$ cat src/rtl/async_ready_watchdog.sv
module async_ready_watchdog #(
  parameter int ADDR_W = 32,
  parameter int CNT_W  = 16
) (
  input  logic              clk,
  input  logic              rst_n,
  input  logic              xfer_start,
  input  logic              xfer_end,
  input  logic              beat_strobe,
  input  logic              wait_req,
  input  logic              dev_rdy,
  input  logic [ADDR_W-1:0] addr,
  input  logic [CNT_W-1:0]  limit,
  input  logic              irq_clr,
  output logic              irq,
  output logic [ADDR_W-1:0] fault_addr,
  output logic              refresh_hold,
  output logic              xfer_abort
);

  logic [1:0]        wait_sync, rdy_sync;
  logic              busy;
  logic [CNT_W-1:0]  elapsed;
  logic [ADDR_W-1:0] beat_addr;
  logic              stall;

  always_ff @(posedge clk or negedge rst_n)
    if (!rst_n) begin
      wait_sync <= 2'b00;
      rdy_sync  <= 2'b11;
    end else begin
      wait_sync <= {wait_sync[0], wait_req};
      rdy_sync  <= {rdy_sync[0], dev_rdy};
    end

  assign stall = wait_sync[1] | ~rdy_sync[1];

  assign xfer_abort = busy && (limit != '0) && (elapsed >= limit) && stall && !xfer_end;
  assign refresh_hold = busy;

  always_ff @(posedge clk or negedge rst_n)
    if (!rst_n) begin
      busy      <= 1'b0;
      elapsed   <= '0;
      beat_addr <= '0;
    end else if (!busy) begin
      if (xfer_start) begin
        busy      <= 1'b1;
        elapsed   <= '0;
        beat_addr <= addr;
      end
    end else begin
      if (xfer_end || xfer_abort) busy <= 1'b0;
      else if (elapsed != '1) elapsed <= elapsed + 1'b1;
      if (beat_strobe) beat_addr <= addr;
    end

  always_ff @(posedge clk or negedge rst_n)
    if (!rst_n) begin
      irq        <= 1'b0;
      fault_addr <= '0;
    end else begin
      if (xfer_abort) irq <= 1'b1;
      else if (irq_clr) irq <= 1'b0;
      if (xfer_abort && !irq) fault_addr <= beat_addr;
    end

  a_r2_abort_sets_irq: assert property (@(posedge clk) disable iff (!rst_n)
    xfer_abort |=> irq);
  a_r2_abort_ends_hold: assert property (@(posedge clk) disable iff (!rst_n)
    xfer_abort |=> !refresh_hold);
  a_r5_zero_limit_quiet: assert property (@(posedge clk) disable iff (!rst_n)
    (limit == '0) |-> !xfer_abort);
  a_r6_irq_sticky: assert property (@(posedge clk) disable iff (!rst_n)
    (irq && !irq_clr) |=> irq);
  a_r7_addr_frozen: assert property (@(posedge clk) disable iff (!rst_n)
    irq |=> $stable(fault_addr));
  a_r8_end_drops_hold: assert property (@(posedge clk) disable iff (!rst_n)
    (refresh_hold && xfer_end) |=> !refresh_hold);

endmodule

$ cat config.mk
export PLATFORM = sky130hd
export DESIGN_NAME = async_ready_watchdog
export DESIGN_NICKNAME = d
export VERILOG_FILES = /design/src/rtl/async_ready_watchdog.sv
export SDC_FILE = /design/constraint.sdc
export NUM_CORES = 1
export LEC_CHECK = 0
export BUFFER_PORTS_ARGS = -buffer_cell sky130_fd_sc_hd__clkbuf_2
export CAP_MARGIN = 20
export CORE_MARGIN = 10
export CORE_UTILIZATION = 46
export DETAILED_ROUTE_END_ITERATION = 10
export PLACE_DENSITY = 0.73
export SLEW_MARGIN = 20
export SYNTH_ARGS = -nofsm -noshare
export SYNTH_HDL_FRONTEND = slang
export SYNTH_SLANG_ARGS = --single-unit
$ cat constraint.sdc
create_clock -name clk -period 3.1 [get_ports clk]
set_clock_uncertainty 0.1 [all_clocks]
set_input_delay 0.93 -clock clk [delete_from_list [all_inputs] [get_ports clk]]
set_output_delay 0.93 -clock clk [all_outputs]
set_load 0.03 [all_outputs]
==> Word level (Yosys, flattened, before mapping) <==
Index checks and enable logic that the tools add are counted.
{ "totals": {"reg_bits": 86, "input_bits": 56, "out_inout_bits": 35, "word_cells": 40} }
{ "classes": {"n_addsub": 1, "order_cmp": 1, "eq_ne": 4, "n_mux": 12, "bitwise_logic": 2, "reduce_logical": 13} }
{ "ops": {"columns": ["op", "n"], "rows": [
  ["$mux 32", 3],
  ["$mux 16", 4],
  ["$add 16x1->16 const B", 1],
  ["$ge 16x16->1", 1],
  ["$ne 16x16->1 const B", 1],
  ["$reduce_bool 16->1", 1],
  ["$logic_and 1x1->1", 5],
  ["$mux 1", 5],
  ["$ne 2x2->1 const B", 2],
  ["$reduce_bool 2->1", 2],
  ["$reduce_and 3->1", 1],
  ["$logic_not 1->1", 2],
  ["$ne 2x1->1 const B", 1],
  ["$reduce_and 2->1", 1],
  ["$logic_or 1x1->1", 1],
  ["$not 1->1", 1],
  ["$or 1x1->1", 1]
]} }

==> Logic depth before layout (Yosys ltp) <==
{ "logic_depth": {"ltp_word": 8, "depth_mapped": 9, "depth_no_buf": 8} }

==> Worst setup path after synthesis <==
OpenSTA, ideal clock, no wires.
{ "synth_path": {"path_type": "input -> output", "start": "input port limit[13]", "end": "output port xfer_abort", "arrival_time_ns": 2.487, "required_ns": 2.070, "setup_slack_ns": -0.417, "path_stages": 7, "path_buffers": 0, "path_cell_list": "inv_1 > ha_1 > nand4_1 > or2_1 > nor4_4 > o31ai_4 > nor2_1"} }
{ "synth_between": {"elab_chain_cells": 5, "word_cells_on_any_way": 6, "cone_classes": "order compare: 1; reduce/logical: 5"} }
{ "synth_lines": {"columns": ["element", "line_no", "rtl"], "rows": [
  ["start, declared", "13", "input logic [CNT_W-1:0] limit,"],
  ["branches (longest 2 deep; another with $ge 16x16->1)", null, null],
  ["$logic_and 1x1->1 (*) (3 in series)", "38", "assign xfer_abort = busy && (limit != '0) && (elapsed >= limit) && stall && !xfer_end;"],
  ["end, declared", "18", "output logic xfer_abort"]
]} }
Mark *: on every way between the ends.

==> Worst setup path after layout <==
{ "layout_path": {"start": "input port limit[11]", "end": "output port xfer_abort"} }
The elaborated chain is that of the path after synthesis.

==> impl_metrics.csv <==
group,metric,value,unit
worst_setup_path,arrival,2.37,ns
finish,fillCellCount,722,
run,drv.max_cap_violation_count,0,
clocking,cts_buffer_depth,2,
global_routing,grt_first_pass_wirelength,15.93,mm
die,initial_utilization,47.30,%
detailed_routing,drt_wl_total,9.765,mm
timing,maxClockFrequency,293.8,MHz
global_routing,maximum_number_of_pins_on_one_net_before_global_route_repair,45,
min_path,worstHoldPathType,"reg2reg",
logic_synthesis,synthesis.area_per_instance,13.24,um2
clocking,hold_buffers,0,
clocking,htreeDepth,3,
detailed_routing,via_per_inst,5.468,
clocking,cts_tree,"built",
logic_synthesis,ys_ff_latch,86,
timing,timing.final.max_slew_violations,0,
worst_setup_path,worst-path-max-fanout,3,
die,floorplan.die.width,114.9,um
logic_synthesis,ys.warnings.count,0,
detailed_routing,drt_pass1_iterations,4,
timing,hold-worst-slack,0.2452,ns
finish,layout_cell_share_with_drive_strength_beyond_1,53.35,%
outcome,status,"finished, violations left",
global_routing,antenna_found_initial,0,
outcome,failing_checks,"negative setup slack",
clocking,worst_skew_pair.late_latency,0.36,ns
logic_synthesis,seq_area_frac_synth,51.98,%
timing,timing_worst_slew_pin_value,0.6971,ns
logic_synthesis,cells_after_synth,313,
detailed_routing,drt_iter0_markers,96,
die,die-area,13210,um2
clocking,postCtsSetupBuffers,0,
timing,fin_ws,-0.3042,ns
placed_design,place.detailed.instances,525,
clocking,clock_pin_slew_of_the_registers_on_the_worst_case_setup_and_hold_paths,0.09,ns
placed_design,dp_hpwl,7.456,mm
global_routing,grt_remaining_overflow,0,
logic_synthesis,mappedNetlistArea,4145,um2
logic_synthesis,synth-async-reset-ratio,100.0,%
clocking,root_cell_of_the_clock_tree,"clkbuf_8",
die,design.portCount,91,
timing,fin_setup_tns,-0.3042,ns
logic_synthesis,synth.distinct_cells,45,
logic_synthesis,syn-num-nets,386,
pwr,cellPowerDensity,787.9,nW/um2
placed_design,place.gp.congestion,0.8649,
finish,area_delta_synth_final,27.65,%
timing,final_report_hold_violation_count,0,
pwr,power.ir.vdd_worst,0.5343,mV
global_routing,global_route.usage.total,15.16,%
timing,period_share,109.8,%
detailed_routing,drc_errors,0,
timing,finalWorstPathRequiredPeriod,3.404,ns
finish,antenna_cells,0,
finish,final_net_count,501,
worst_setup_path,cp_data_required_time,2.07,ns
worst_setup_path,end_kind,"output pin",
worst_setup_path,ff2ff_path_depth,9,
timing,report.final.setup_viol,1,
worst_setup_path,worst-setup-path-type,"in2out",
timing,timing.max_slew.rel_slack,53.53,%
logic_synthesis,synth_top_flop_cell,"dfrtp_1",
die,area_of_the_core,8763,um2
clocking,clock_sink_count,86,
logic_synthesis,edff_count_synth,0,
clocking,num_cts_buffers,9,
die,die-height,114.9,um
detailed_routing,routed-via-count,2958,
timing,rsz0062_at_grt,"yes",
global_routing,vias_in_the_first_global_route,3190,
min_path,hold_depth,0,
detailed_routing,detail-route-antenna-nets,0,
worst_setup_path,crit_path_start_kind,"input port",
die,rows,34,
finish,final_cell_count_no_fill,541,
pwr,total_leakage_power,0.002607,uW
placed_design,portBuffers,90,
detailed_routing,avgRoutedWirePerCell,18.05,um
## critical path, stage by stage
cell and delay [ns]:
clkbuf_2 0.10, inv_2 0.04, ha_4 0.22, a21oi_2 0.11, nor2_1 0.06, a311o_1 0.37
o31ai_4 0.33, nor2_4 0.07, buf_8 0.14
## cells in the final DEF, fill, tap and decap left out, types with 2 or more instances in the layout
master,count
a32o_1,2
mux2_2,34
inv_6,2
inv_2,8
dfstp_2,2
nor2_1,7
nor2b_1,3
nor3_1,2
a21o_1,3
o31ai_1,8
nand4_1,8
o41ai_1,2
clkbuf_8,10
and4_1,2
o311ai_0,2
nand2b_1,7
clkinvlp_4,2
a21oi_2,2
a21oi_1,3
buf_4,22
ha_4,11
inv_1,11
ha_1,6
nand3_1,10
and2_1,2
a211o_1,5
o21ai_0,12
nor4_1,5
mux2_4,30
nand2_1,5
dfrtp_1,84
and3_1,4
clkbuf_2,87
o21a_1,2
buf_12,4
## synth_stat cells (2+ instances only)
library cell   n  share of area, %
a21o_1         3              0.54
mux2_2        34               9.2
nor4_1         5              0.75
nand3_1       10               1.2
o21ai_0       12               1.4
nand2b_1       8               1.2
a211o_1        5               1.1
nor2_1         8              0.72
o311ai_0       2              0.42
dfrtp_1       84                51
dfstp_2        2               1.3
a32o_1         2              0.48
nor2b_1        3              0.45
and3_1         4              0.60
and2_1         2              0.30
nor3_1         2              0.24
o21a_1         2              0.36
buf_2          2              0.24
o31ai_1        8               1.4
inv_1         19               1.7
o22ai_1        2              0.30
nand4_1        8               1.2
buf_6          3              0.81
mux2_4        30                11
ha_1          17               5.1
clkbuf_1       6              0.54
and4_1         2              0.42
o41ai_1        2              0.42
nand2_1        5              0.45
a21oi_1        6              0.72
## cells by family after synthesis
kind of cell               Yosys count  synth area share (%)
AOI/OAI and AO/OA                   52                 9.901
adders and majority gates           17                 5.131
buffers and inverters               30                 3.320
DFF                                 86                 51.98
muxes                               64                 20.10
and+or+nand+nor                     64                 9.569
## path summary, 6_finish.rpt
check / slack, ns / to / from
max in group asynchronous: 1.79 / beat_addr[17]$_DFFE_PN0P_ / rst_n
min in group asynchronous: 0.46 / beat_addr[15]$_DFFE_PN0P_ / rst_n
max: -0.30 / xfer_abort / limit[11]
min: 0.25 / wait_sync[1]$_DFF_PN0_ / wait_sync[0]$_DFF_PN0_
min reg2reg: 0.25 / wait_sync[1]$_DFF_PN0_ / wait_sync[0]$_DFF_PN0_
max reg2reg: 0.39 / fault_addr[2]$_DFFE_PN0P_ / elapsed[13]$_DFFE_PN0P_
## sequential cells by signal, summed over array words and instances, names as in the netlist
signal / count
elapsed: 16
irq: 1
rdy_sync: 2
fault_addr: 32
refresh_hold: 1
wait_sync: 2
beat_addr: 32
## stage by stage
stage / setup WS [ns] / area [um2] / utilization (%) / total power (uW)
2_1_floorplan: -0.1161 / 4260 / - / 2901
3_3_place_gp: -0.4088 / 5031 / 57.41 / 3377
3_5_place_dp: -0.3983 / 5031 / 57.41 / 3446
4_1_cts: -0.3099 / 5284 / 60.29 / 4225
5_1_grt: -0.3562 / 5291 / 60.38 / 4411
6_report: -0.3042 / 5291 / 60.38 / 4169
## per-layer routing
metal | global-route usage, % | share of wire (%) | vias to the layer above
met5 | 0 | 0 | -
met4 | 5.941 | 1.9 | 0
met3 | 6.615 | 9.0 | 17
met2 | 23.54 | 48 | 93
met1 | 18.16 | 41 | 1463
li1 | - | - | 1385
## power by group
group	leakage [uW]	internal, uW	switching, uW
combinational	0.00144	763	896
clock	0.0000914	325	427
sequential	0.00108	1500	260
## area by class of cell
class	count	area, um2	area share, %
clock inverters	6	52.55	0.9931
well taps	108	135.1	2.554
multi-input cells	197	2033	38.43
clock buffers	10	137.6	2.601
flip-flops and latches	86	2155	40.72
repair buffers	115	706.9	13.36
inverters	19	71.32	1.348
## what timing repair did
action / CTS / global route
resized for setup: 8 / 3
pin swaps: 8 / 1
endpoints found under the setup margin: 1 / 1
cloned: 0 / 0
Power figures use the tool's default switching activity.
